### src/rtl/pgwalk_pkg.sv
package pgwalk_pkg;
  localparam int ENT_P  = 0;
  localparam int ENT_RW = 1;
  localparam int ENT_US = 2;
  localparam int ENT_A  = 5;
  localparam int ENT_D  = 6;

  typedef enum logic [3:0] {
    W_IDLE, W_DIR_RD, W_DIR_CHK, W_DIR_WB,
    W_TBL_RD, W_TBL_CHK, W_TBL_WB, W_DONE, W_FAULT
  } walk_state_e;
endpackage

### src/rtl/pgwalk_addr.sv
module pgwalk_addr #(
  parameter int DIR_W = 10,
  parameter int TBL_W = 10,
  parameter int OFF_W = 12,
  parameter int ENT_SH = 2,
  localparam int VA_W = DIR_W + TBL_W + OFF_W,
  localparam int FRAME_W = VA_W - OFF_W
) (
  input  logic [FRAME_W-1:0] base_frame,
  input  logic [FRAME_W-1:0] dir_frame,
  input  logic [FRAME_W-1:0] tbl_frame,
  input  logic [VA_W-1:0]    lin,
  output logic [VA_W-1:0]    dir_ent_addr,
  output logic [VA_W-1:0]    tbl_ent_addr,
  output logic [VA_W-1:0]    phys_addr
);
  logic [DIR_W-1:0] dir_idx;
  logic [TBL_W-1:0] tbl_idx;
  logic [OFF_W-1:0] page_off;

  assign dir_idx  = lin[VA_W-1 -: DIR_W];
  assign tbl_idx  = lin[OFF_W +: TBL_W];
  assign page_off = lin[OFF_W-1:0];

  assign dir_ent_addr = {base_frame, {OFF_W{1'b0}}} + (VA_W'(dir_idx) << ENT_SH);
  assign tbl_ent_addr = {dir_frame, {OFF_W{1'b0}}} + (VA_W'(tbl_idx) << ENT_SH);
  assign phys_addr    = {tbl_frame, page_off};
endmodule

### src/rtl/pgwalk_eval.sv
module pgwalk_eval #(
  parameter int ENT_W = 32
) (
  input  logic [ENT_W-1:0] entry,
  input  logic             leaf,
  input  logic             acc_write,
  input  logic             acc_user,
  input  logic             dir_us,
  input  logic             dir_rw,
  output logic             present,
  output logic             prot_fault,
  output logic             eff_us,
  output logic             eff_rw,
  output logic [ENT_W-1:0] upd_entry,
  output logic             upd_needed
);
  import pgwalk_pkg::*;

  logic [ENT_W-1:0] set_mask;

  always_comb begin
    set_mask = '0;
    set_mask[ENT_A] = 1'b1;
    if (leaf && acc_write) set_mask[ENT_D] = 1'b1;
  end

  assign present    = entry[ENT_P];
  assign eff_us     = dir_us & entry[ENT_US];
  assign eff_rw     = dir_rw & entry[ENT_RW];
  assign prot_fault = leaf && acc_user && (!eff_us || (acc_write && !eff_rw));
  assign upd_entry  = entry | set_mask;
  assign upd_needed = (upd_entry != entry);
endmodule

### src/rtl/pgwalk_top.sv
module pgwalk_top #(
  parameter int DIR_IDX_W  = 10,
  parameter int TBL_IDX_W  = 10,
  parameter int PAGE_OFF_W = 12,
  localparam int VA_W    = DIR_IDX_W + TBL_IDX_W + PAGE_OFF_W,
  localparam int FRAME_W = VA_W - PAGE_OFF_W,
  localparam int ENT_SH  = 2
) (
  input  logic            clk,
  input  logic            rst,
  input  logic            base_we,
  input  logic [VA_W-1:0] base_wdata,
  input  logic            req_valid,
  output logic            req_ready,
  input  logic [VA_W-1:0] req_lin,
  input  logic            req_write,
  input  logic            req_user,
  output logic            mem_req,
  output logic            mem_we,
  output logic [VA_W-1:0] mem_addr,
  output logic [VA_W-1:0] mem_wdata,
  input  logic [VA_W-1:0] mem_rdata,
  output logic            rsp_done,
  output logic            rsp_fault,
  output logic [VA_W-1:0] rsp_paddr,
  output logic            rsp_dirty,
  output logic            rsp_user,
  output logic            rsp_rw,
  output logic [VA_W-1:0] fault_addr
);
  import pgwalk_pkg::*;

  walk_state_e        state_q;
  logic [FRAME_W-1:0] base_frame_q;
  logic [FRAME_W-1:0] dir_frame_q;
  logic               dir_us_q, dir_rw_q;
  logic [VA_W-1:0]    lin_q;
  logic               wr_q, usr_q;
  logic [VA_W-1:0]    wdata_q;
  logic [VA_W-1:0]    paddr_q;
  logic               dirty_q, user_q, rw_q;
  logic [VA_W-1:0]    fault_q;

  logic [VA_W-1:0] dir_ent_addr, tbl_ent_addr, phys_addr;
  logic            ent_present, ent_prot_fault, ent_eff_us, ent_eff_rw, ent_upd_needed;
  logic [VA_W-1:0] ent_upd;
  logic            at_leaf;
  logic            unused_base_lo;

  assign unused_base_lo = ^base_wdata[PAGE_OFF_W-1:0];
  assign at_leaf = (state_q == W_TBL_CHK);

  pgwalk_addr #(
    .DIR_W(DIR_IDX_W), .TBL_W(TBL_IDX_W), .OFF_W(PAGE_OFF_W), .ENT_SH(ENT_SH)
  ) u_addr (
    .base_frame  (base_frame_q),
    .dir_frame   (dir_frame_q),
    .tbl_frame   (mem_rdata[VA_W-1:PAGE_OFF_W]),
    .lin         (lin_q),
    .dir_ent_addr(dir_ent_addr),
    .tbl_ent_addr(tbl_ent_addr),
    .phys_addr   (phys_addr)
  );

  pgwalk_eval #(.ENT_W(VA_W)) u_eval (
    .entry     (mem_rdata),
    .leaf      (at_leaf),
    .acc_write (wr_q),
    .acc_user  (usr_q),
    .dir_us    (dir_us_q),
    .dir_rw    (dir_rw_q),
    .present   (ent_present),
    .prot_fault(ent_prot_fault),
    .eff_us    (ent_eff_us),
    .eff_rw    (ent_eff_rw),
    .upd_entry (ent_upd),
    .upd_needed(ent_upd_needed)
  );

  always_ff @(posedge clk) begin
    if (rst) begin
      base_frame_q <= '0;
    end else if (base_we) begin
      base_frame_q <= base_wdata[VA_W-1:PAGE_OFF_W];
    end
  end

  always_ff @(posedge clk) begin
    if (rst) begin
      state_q     <= W_IDLE;
      dir_frame_q <= '0;
      dir_us_q    <= 1'b0;
      dir_rw_q    <= 1'b0;
      lin_q       <= '0;
      wr_q        <= 1'b0;
      usr_q       <= 1'b0;
      wdata_q     <= '0;
      paddr_q     <= '0;
      dirty_q     <= 1'b0;
      user_q      <= 1'b0;
      rw_q        <= 1'b0;
      fault_q     <= '0;
    end else begin
      unique case (state_q)
        W_IDLE: begin
          if (req_valid) begin
            lin_q   <= req_lin;
            wr_q    <= req_write;
            usr_q   <= req_user;
            state_q <= W_DIR_RD;
          end
        end
        W_DIR_RD: state_q <= W_DIR_CHK;
        W_DIR_CHK: begin
          dir_frame_q <= mem_rdata[VA_W-1:PAGE_OFF_W];
          dir_us_q    <= mem_rdata[ENT_US];
          dir_rw_q    <= mem_rdata[ENT_RW];
          if (!ent_present) begin
            fault_q <= lin_q;
            state_q <= W_FAULT;
          end else if (ent_upd_needed) begin
            wdata_q <= ent_upd;
            state_q <= W_DIR_WB;
          end else begin
            state_q <= W_TBL_RD;
          end
        end
        W_DIR_WB: state_q <= W_TBL_RD;
        W_TBL_RD: state_q <= W_TBL_CHK;
        W_TBL_CHK: begin
          if (!ent_present || ent_prot_fault) begin
            fault_q <= lin_q;
            state_q <= W_FAULT;
          end else begin
            paddr_q <= phys_addr;
            dirty_q <= ent_upd[ENT_D];
            user_q  <= ent_eff_us;
            rw_q    <= ent_eff_rw;
            if (ent_upd_needed) begin
              wdata_q <= ent_upd;
              state_q <= W_TBL_WB;
            end else begin
              state_q <= W_DONE;
            end
          end
        end
        W_TBL_WB: state_q <= W_DONE;
        W_DONE:   state_q <= W_IDLE;
        W_FAULT:  state_q <= W_IDLE;
        default:  state_q <= W_IDLE;
      endcase
    end
  end

  always_comb begin
    mem_req  = 1'b0;
    mem_we   = 1'b0;
    mem_addr = dir_ent_addr;
    unique case (state_q)
      W_DIR_RD: mem_req = 1'b1;
      W_DIR_WB: begin mem_req = 1'b1; mem_we = 1'b1; end
      W_TBL_RD: begin mem_req = 1'b1; mem_addr = tbl_ent_addr; end
      W_TBL_WB: begin mem_req = 1'b1; mem_we = 1'b1; mem_addr = tbl_ent_addr; end
      default: ;
    endcase
  end

  assign mem_wdata  = wdata_q;
  assign req_ready  = (state_q == W_IDLE);
  assign rsp_done   = (state_q == W_DONE) || (state_q == W_FAULT);
  assign rsp_fault  = (state_q == W_FAULT);
  assign rsp_paddr  = paddr_q;
  assign rsp_dirty  = dirty_q;
  assign rsp_user   = user_q;
  assign rsp_rw     = rw_q;
  assign fault_addr = fault_q;
endmodule

### config.mk
export PLATFORM = sky130hd
export DESIGN_NAME = pgwalk_top
export DESIGN_NICKNAME = d
export VERILOG_FILES = /design/src/rtl/pgwalk_pkg.sv /design/src/rtl/pgwalk_addr.sv /design/src/rtl/pgwalk_eval.sv /design/src/rtl/pgwalk_top.sv
export SDC_FILE = /design/constraint.sdc
export NUM_CORES = 1
export LEC_CHECK = 0
export BUFFER_PORTS_ARGS = -buffer_cell sky130_fd_sc_hd__buf_2
export CAP_MARGIN = 10
export CELL_PAD_IN_SITES_DETAIL_PLACEMENT = 2
export CELL_PAD_IN_SITES_GLOBAL_PLACEMENT = 2
export CORE_UTILIZATION = 27
export CTS_CLUSTER_DIAMETER = 40
export DETAILED_ROUTE_END_ITERATION = 8
export GPL_TIMING_DRIVEN = 0
export PLACE_DENSITY_LB_ADDON = 0.05
export SYNTH_ARGS = -nofsm -noshare
export SYNTH_HDL_FRONTEND = slang
export SYNTH_SLANG_ARGS = --single-unit
### constraint.sdc
create_clock -name clk -period 2.05 [get_ports clk]
set_clock_uncertainty 0.15 [all_clocks]
set_input_delay 0.1025 -clock clk [delete_from_list [all_inputs] [get_ports clk]]
set_output_delay 0.1025 -clock clk [all_outputs]
set_load 0.02 [all_outputs]
======== Yosys cells after proc, flatten, opt, wreduce, memory -nomap -nowiden ========
Cells that the tools add are included.
storage, ports and cells
  register bits ........................... 179
  bits of input ports ..................... 102
  word-level logic and storage cells ...... 70
operators by class
  $add $sub $neg .......................... 2
  equal/unequal tests ..................... 14
  muxes and demuxes ....................... 17
  bitwise operators ....................... 4
  reductions and logical operators ........ 19
operators by type and width
  cell                  count
  $mux W32              6
  $pmux W32 S2          2
  $add A32 B12 Y32      2
  $ne A32 B32 Y1        1
  $or A32 B7 Y32        1
  $pmux W4 S7           1
  $eq A4 B3 Y1 const B  4
  $mux W4               3
  $ne A2 B2 Y1 const B  5
  $eq A4 B2 Y1 const B  2
  $reduce_and A3 Y1     2
  $eq A4 B1 Y1 const B  1
  $eq A4 B4 Y1 const B  1
  $logic_and A1 B1 Y1   4
  $logic_not A4 Y1      1
  $mux W1               4
  $reduce_and A2 Y1     2
  $reduce_or A2 Y1      2
  $reduce_or A4 Y1      1
  $logic_not A1 Y1      3
  $logic_or A1 B1 Y1    3
  $mux W3               1
  $and A1 B1 Y1         2
  $reduce_bool A2 Y1    1
  $not A1 Y1            1

======== Longest topological paths before layout ========
Gate-level depths: netlist (run 1).
  depth after elaboration ................. 8
  gate-level depth with buffers ........... 7
  mapped depth without buffers ............ 4

======== Cells and area by module ========
A second synthesis (run 1) with hierarchy kept.
second synthesis, totals
  cells, all modules ...................... 1097
  area, all modules ....................... 9455.3 µm²
by module, submodules not included
  module       instances  cells an instance  area an instance (µm²)
  pgwalk_top   1          959                8436.8
  pgwalk_addr  1          97                 724.4
  pgwalk_eval  1          41                 294.0

======== Least setup slack after synthesis (run 1) ========
OpenSTA, ideal clock, no wires.
  path type ............................... register -> register
  from .................................... reg state_q[3]
  to ...................................... reg lin_q[22]
  data arrival time ....................... 2.010 ns
  required time ........................... 1.768 ns
  path slack .............................. -0.243 ns
  cell stages (with the launch flop) ...... 7
  buffers on the path ..................... 2
  period minus slack after synthesis ...... 2.293 ns
  cells stage by stage .................... dfxtp_1 buf_6 nor4_1 nand2_1 clkbuf_1 nand2_1 a21oi_1
on the way
  cells in the longest elaborated chain, start to end .. 2
RTL lines
  item                         RTL line           RTL
  from (decl)                  pgwalk_top.sv:33   walk_state_e state_q;
  from (signal assigned)       pgwalk_top.sv:90   state_q <= W_IDLE;
  from (signal assigned)       pgwalk_top.sv:110  state_q <= W_DIR_RD;
  from (signal assigned)       pgwalk_top.sv:113  W_DIR_RD: state_q <= W_DIR_CHK;
  $logic_not A4 Y1             n/a
  via req_ready                pgwalk_top.sv:14   output logic req_ready,
  $reduce_and A2 Y1 (no line)  n/a
  to (signal assigned)         pgwalk_top.sv:107  lin_q <= req_lin;
  to (decl)                    pgwalk_top.sv:37   logic [VA_W-1:0] lin_q;
The timed path passes the listed nets, and every way through them passes these cells.
A chain may end at the register's enable or synchronous reset.

======== Worst setup path in the final report (run 1) ========
  from .................................... reg state_q[0]
  to ...................................... out mem_addr[30]
on the way
  cells in the longest elaborated chain, start to end .. 3
  elaborated cells on any way between the ends .. 4
  classes of those cells .................. eq/ne: 2; mux: 1; reduce/logical: 1
RTL lines
  item                            RTL line           RTL
  $eq A4 B3 Y1                    pgwalk_top.sv:159  unique case (state_q)
  $reduce_or A2 Y1 (no line) (*)  n/a
  $mux W32 (*)                    pgwalk_top.sv:159
  to (decl)                       pgwalk_top.sv:20   output logic [VA_W-1:0] mem_addr,
Mark *: on every way between the ends. The rest lies on a longest branch, timed or not.

==> results of run 1 <==
## cell usage in the layout (no fill, tap or decap), types with 2 or more instances in the layout
cell	instances
dfxtp_1	177
buf_2	190
clkbuf_16	21
inv_6	5
clkbuf_1	32
dlygate4sd3_1	87
clkbuf_2	6
buf_12	10
clkinv_4	3
buf_16	2
buf_6	42
inv_1	4
nor2_1	25
nand3_1	4
conb_1	2
inv_8	2
a31oi_1	2
mux2_4	30
nand2b_1	124
and2_1	3
buf_4	31
a21oi_1	93
mux2i_1	81
nand2_1	182
clkbuf_8	2
dfxtp_4	2
## what timing repair did
action                                 CTS  global route
setup buffers                           21            11
hold buffers                            87             0
setup endpoints to repair              175           145
cloned                                   3             3
endpoints found under the hold margin  132             0
pin swaps                                7             5
gates resized for setup                 89            99
## worst min path at each step
stage                        start                to  slack [ps]  cells after the start
floorplan            mem_rdata[12]    dir_frame_q[0]          90                      2
global placement    base_wdata[12]   base_frame_q[0]         190                      3
detailed placement  base_wdata[27]  base_frame_q[15]         200                      3
CTS                            rst     mem_wdata[13]         110                      3
global route                   rst     mem_wdata[27]         130                      3
finish                         rst     mem_wdata[27]          80                      3
## logic make-up after synthesis
kind of cell / count (synthesis)
and+or+nand+nor: 349
buffers and inverters: 68
muxes: 112
DFF: 179
xor gates and xnor gates: 1
AOI/OAI and AO/OA: 115
other: 1
## per-layer routing
layer,wire [um],vias up,GRT usage
met1,12900,3438,0.253
met5,0,-,0
met4,195,0,0.0387
met2,13600,127,0.340
met3,1050,16,0.0404
li1,-,3436,-
## power by group through the flow
stage | Combinational, mW | Sequential (mW) | Clock, mW
2_1_floorplan | 0.595 | 3.77 | 0
3_3_place_gp | 0.965 | 3.78 | 0
3_5_place_dp | 0.974 | 3.78 | 0
4_1_cts | 1.24 | 3.70 | 3.33
5_1_grt | 1.45 | 3.72 | 3.48
6_report | 1.34 | 3.71 | 3.23
## worst min-delay path: cells and delay by family
family                 cells  cell delay, ps
buffers and inverters      1             200
multiplexers               1             110
AND/OR/NAND/NOR            1             210
## registers in the layout, indices dropped and copies added (netlist names), 4 cells and up
name	count
mem_wdata	32
lin_q	32
fault_addr	32
rsp_paddr	32
state_q	4
dir_frame_q	20
base_frame_q	20
## final cells by class
class,count,area share
clock buffer,20,0.0392
tap,341,0.0375
clock inverter,12,0.0102
buffer,61,0.0412
timing repair buffer,344,0.228
inverter,4,0.00132
sequential,179,0.315
multi-input combinational,579,0.328
## metrics by stage
| stage | setup TNS (ps) | hold slack, ps |
|---|---|---|
| 4_1_cts | -4870 | 106 |
| 5_1_grt | -6150 | 135 |
| 2_1_floorplan | 0 | 88.5 |
| 3_5_place_dp | -57800 | 201 |
| 6_report | -3750 | 83.4 |
| 3_3_place_gp | -58810 | 194 |
==> summary.txt, run 1 <==
Floorplan
  – IO Count: 238
  – Starting Density: 0.276
  – Rows: 60
  – Die Y: 168 um
  – Die ar.: 28,300 sq um
  – Core ar.: 27,000 sq um
  – Die width: 168 um

Timing
  – Slew Limit Fails: 0
  – RSZ-0062 raised after global routing: true
  – Slew headroom: 0.447
  – Final Setup Violations: 30
  – Final worst slack: -152 ps
  – Final min period: 2200 ps
  – Tightest Pin Transition: 830 ps
  – Final Hold Viols: 0
  – Fin crit share: 1.07
  – FMAX: 454 MHz

Cells and area
  – Register area: 3590 sq um
  – Final Util: 0.422
  – Final instance area: 11,400 sq um
  – Final cell count without fillers: 1,540
  – Synth-to-Final Area Change: 52.5%
  – Share of cells above drive strength 1: 0.307
  – Antenna Cells: 0
  – Multi-input logic area: 3730 sq um
  – Number of fill cells: 2,991
  – Final net count: 1,288

Pwr
  – Reg power frac: 0.448
  – Sw frac: 0.285
  – Comb pwr share: 0.162
  – Switching power: 2.35 mW
  – Int Power: 5.92 mW
  – Leakage power: 4.69 nW
  – Overall Power: 8.27 mW
  – Clock power frac: 0.390
  – Cell Pwr Density: 726 nW/um^2
  – Maximum vdd drop: 0.378 mV

Synth
  – Post-synthesis mux area share: 0.155
  – Asr flop ratio synth: 0
  – Post-Syn Area per Cell: 9.06 sq um
  – Synth Register Bits: 179
  – Synth area leaders: dfxtp_1 (48%), mux2i_1 (11%), nand2b_1 (10%), nand2_1 (9.2%), a21oi_1 (6.3%)
  – Post-Synth Simple-Gate Area: 0.226
  – Post-Synth Adder-Cell Area: 0
  – Post-Synth XOR/XNOR Area: 0.00117
  – Post-synth top cells: nand2_1 (183), dfxtp_1 (179), nand2b_1 (124)
  – Synth Area in Compound Gates: 0.0901
  – Synthesized instance count: 825
  – Warnings, synthesis: 0
  – Cell Area, Synth: 7470 sq um
  – Largest family of logic cells by synthesized area: simple AND/OR/NAND/NOR gates
  – Synth top area share: 0.480
  – Top-count cell post-synth: nand2_1
  – Sequential fraction of the synthesis area: 0.480
  – Synth area leader: dfxtp_1
  – Unique masters post-synth: 45
  – Synth Flop Type: dfxtp_1
  – EDFF count, synth: 0

Worst setup path
  – CP Depth: 6
  – Slowest CP cell: dfxtp_4
  – Reg2reg setup slack: 20 ps
  – Reg2reg start: state_q[0]
  – CP startpoint: state_q[0]
  – Buf/Inv on CP: 4
  – Top cell family by delay on the critical path: buffers and inverters
  – Critical path cell sequence: clkbuf_16 -> nor3b_4 -> buf_6 -> clkbuf_16 -> mux2_4 -> buf_6
  – Critical Path RT: 1800 ps
  – Worst R2R End: fault_addr[5]
  – WS Path Type: reg -> out
  – CP startpoint kind: flop
  – Crit path DAT: 1950 ps
  – Critical Path End: mem_addr[30]
  – Critical path's largest stage delay: 350 ps
  – R2R cell count: 6
  – Crit path max fanout: 5
  – Worst setup EP type: primary output

Hold path
  – HP Class: in -> reg

CTS
  – H-tree level count: 4
  – Clock Sink Count: 179
  – Root buf cell: clkbuf_16
  – Clock Tree Buf Depth: 2
  – Worst-skew pair later-pin latency: 430 ps
  – Total CTS buffers: 17
  – Reg clk slew, reported paths: 70 ps
  – CTS tree: built

Outcome
  – Failing checks: negative setup slack
  – Outcome: complete, but fails checks

Global route
  – Largest net degree at the start of global routing: 18
  – Initial antenna violation count: 0
  – First-pass GRT wire length: 42,800 um
  – Vias in the first global route: 7,597
  – Total GRT Usage: 0.197
  – Gr ovfl total: 0

Placed design
  – Post-DP HPWL: 19,000 um
  – Input/output buffers: 220
  – Post-Place Cells: 1,387
  – Gpl congestion: 0.744
  – Dpl cell area: 9010 sq um
  – Dpl ws: -820 ps

Drt
  – Antenna-violating nets left: 0
  – Via Count: 7,017
  – 1st-pass router iterations: 4
  – Routed vias/inst: 4.56
  – WL/cell: 18.0 um
  – Total wire length: 27,700 um
  – DRT iter0 DRCs: 162
  – Post-route DRC: 0

Run
  – Max Cap Viol: 0
(Power assumes the default switching activity.)
==> run 2, diff against run 1 <==
CORE_MARGIN = 3   (was default)
REMOVE_ABC_BUFFERS = 1   (was default)
==> summary.txt, run 2 (synthesis results as in run 1) <==
Placed design
  – Dpl cell area: 8940 sq um (was 9010 sq um)
  – Input/output buffers: 223 (was 220)
  – Post-Place Cells: 1,370 (was 1,387)
  – Post-DP HPWL: 16,100 um (was 19,000 um)
  – Gpl congestion: 0.683 (was 0.744)

Global route
  – First-pass GRT wire length: 40,900 um (was 42,800 um)
  – Initial antenna violation count: 0 (unchanged)
  – Gr ovfl total: 0 (unchanged)
  – Total GRT Usage: 0.176 (was 0.197)
  – Largest net degree at the start of global routing: 130 (was 18)
  – Vias in the first global route: 7,382 (was 7,597)

Cells and area
  – Most common cell after layout, fill and taps aside: buf_2 (unchanged)
  – Final instance area: 11,500 sq um (was 11,400 sq um)
  – Commonest cells after routing, fill and taps aside: buf_2 (194), nand2_1 (182), dfxtp_1 (175), nand2b_1 (124), dlygate4sd3_1 (95) (was buf_2 (190), nand2_1 (182), dfxtp_1 (177), nand2b_1 (124), a21oi_1 (93))
  – Final cell count without fillers: 1,547 (was 1,540)
  – Synth-to-Final Area Change: 53.9% (was 52.5%)
  – Final net count: 1,267 (was 1,288)
  – Number of fill cells: 2,951 (was 2,991)
  – Antenna Cells: 0 (unchanged)
  – Share of cells above drive strength 1: 0.320 (was 0.307)

Drt
  – Via Count: 6,987 (was 7,017)
  – DRT iter0 DRCs: 266 (was 162)
  – Antenna-violating nets left: 0 (unchanged)
  – WL/cell: 18.0 um (about the same)
  – Routed vias/inst: 4.52 (was 4.56)
  – Total wire length: 27,900 um (was 27,700 um)
  – 1st-pass router iterations: 4 (unchanged)
  – Post-route DRC: 0 (unchanged)

Run
  – Max Cap Viol: 0 (unchanged)

CTS
  – CTS tree: built (unchanged)
  – H-tree level count: 4 (unchanged)
  – Clock Sink Count: 179 (unchanged)
  – Reg clk slew, reported paths: 80 ps (was 70 ps)
  – Root buf cell: clkbuf_16 (unchanged)
  – Total CTS buffers: 17 (unchanged)
  – Clock Tree Buf Depth: 2 (unchanged)
  – Worst-skew pair later-pin latency: 430 ps (about the same)

Timing
  – Final min period: 2100 ps (was 2200 ps)
  – Final worst slack: -50.0 ps (was -152 ps)
  – Fin crit share: 1.02 (was 1.07)
  – Slew Limit Fails: 0 (unchanged)
  – RSZ-0062 raised after global routing: true (unchanged)
  – FMAX: 476 MHz (was 454 MHz)
  – Slew headroom: 0.431 (was 0.447)
  – Tightest Pin Transition: 843 ps (was 830 ps)
  – Final Hold Viols: 0 (unchanged)
  – Final Setup Violations: 42 (was 30)

Floorplan
  – Starting Density: 0.276 (about the same)
  – Die ar.: 29,700 sq um (was 28,300 sq um)
  – IO Count: 238 (unchanged)
  – Core ar.: 27,100 sq um (was 27,000 sq um)
  – Die width: 172 um (was 168 um)
  – Die Y: 172 um (was 168 um)
  – Rows: 60 (unchanged)

Pwr
  – Maximum vdd drop: 0.410 mV (was 0.378 mV)
  – Cell Pwr Density: 716 nW/um^2 (was 726 nW/um^2)
  – Leakage power: 4.70 nW (was 4.69 nW)

Worst setup path
  – Slowest CP cell: or4b_4 (was dfxtp_4)
  – Worst setup EP type: flop (was primary output)
  – WS Path Type: reg -> reg (was reg -> out)
  – Crit path max fanout: 8 (was 5)
  – Critical path cell sequence: buf_4 -> or4b_4 -> buf_6 -> o211ai_4 -> a22oi_4 -> buf_12 -> clkbuf_16 -> mux2i_1 (was clkbuf_16 -> nor3b_4 -> buf_6 -> clkbuf_16 -> mux2_4 -> buf_6)
  – CP Depth: 8 (was 6)
  – Crit path DAT: 2270 ps (was 1950 ps)
  – Critical path's largest stage delay: 560 ps (was 350 ps)
  – CP startpoint kind: flop (unchanged)
  – Critical Path RT: 2220 ps (was 1800 ps)
  – R2R cell count: 8 (was 6)
  – Top cell family by delay on the critical path: buffers and inverters (unchanged)
  – Buf/Inv on CP: 4 (unchanged)

Outcome
  – Failing checks: negative setup slack (unchanged)
  – Outcome: complete, but fails checks (unchanged)

Hold path
  – HP Class: in -> reg (unchanged)
  – Hold Path Depth: 3 (unchanged)
==> run 2: report_power, final <==
group	switching [mW]	total, mW	internal (mW)
Sequential	0.0979	3.70	3.60
Clock	1.50	3.18	1.68
Combinational	0.670	1.35	0.681
==> run 2: cell type report <==
cell class,instances,area (sq um),area share
sequential,179,3600,0.313
clock inverter,12,124,0.0108
multi-input combinational,583,3820,0.332
timing repair buffer,380,3050,0.265
tap,372,465,0.0405
clock buffer,17,425,0.0370
inverter,4,15.0,0.00131
==> run 2: worst paths after layout <==
path | start | end | slack [ps]
setup / recovery | state_q[0] | fault_addr[20] | -50
hold / removal | base_we | base_frame_q[6] | 160
setup reg to reg | state_q[0] | fault_addr[20] | -50
hold reg to reg | rsp_paddr[14] | rsp_paddr[14] | 300
==> run 2: per-stage QoR <==
| stage | hold WS, ps | total power, mW | utilization | setup slack, ps | setup TNS, ps |
|---|---|---|---|---|---|
| detailed placement | 199 | 4.71 | 0.330 | -1000 | -95400 |
| CTS | 142 | 8.29 | 0.409 | -64.4 | -918 |
| global route | 192 | 8.64 | 0.424 | -116 | -5120 |
| floorplan | 21.6 | 4.26 | - | -1620 | -129850 |
| finish | 161 | 8.24 | 0.424 | -50.0 | -1030 |
| global placement | 191 | 4.67 | 0.322 | -4920 | -473530 |
==> run 2: timing repair <==
item | CTS | global route
gates cloned | 4 | 7
endpoints found under the setup margin | 166 | 132
buffers inserted | 33 | 10
pin swaps | 8 | 4
hold endpoints to repair | 135 | 0
hold buffers | 95 | 0
resized for setup | 86 | 46
==> run 2: metal layers <==
metal	up-vias	global-route usage	wire length, um
met1	3430	0.217	12000
li1	3392	-	-
met4	0	0.0496	401
met3	18	0.0457	1500
met2	147	0.304	13900
met5	-	0	0
==> run 2: worst register-to-register path, delay by kind of cell (launching register included) <==
family	cells	cell delay, ps
compound gates	2	170
buf+inv	4	630
flops	1	360
mux	1	110
simple gates	1	560
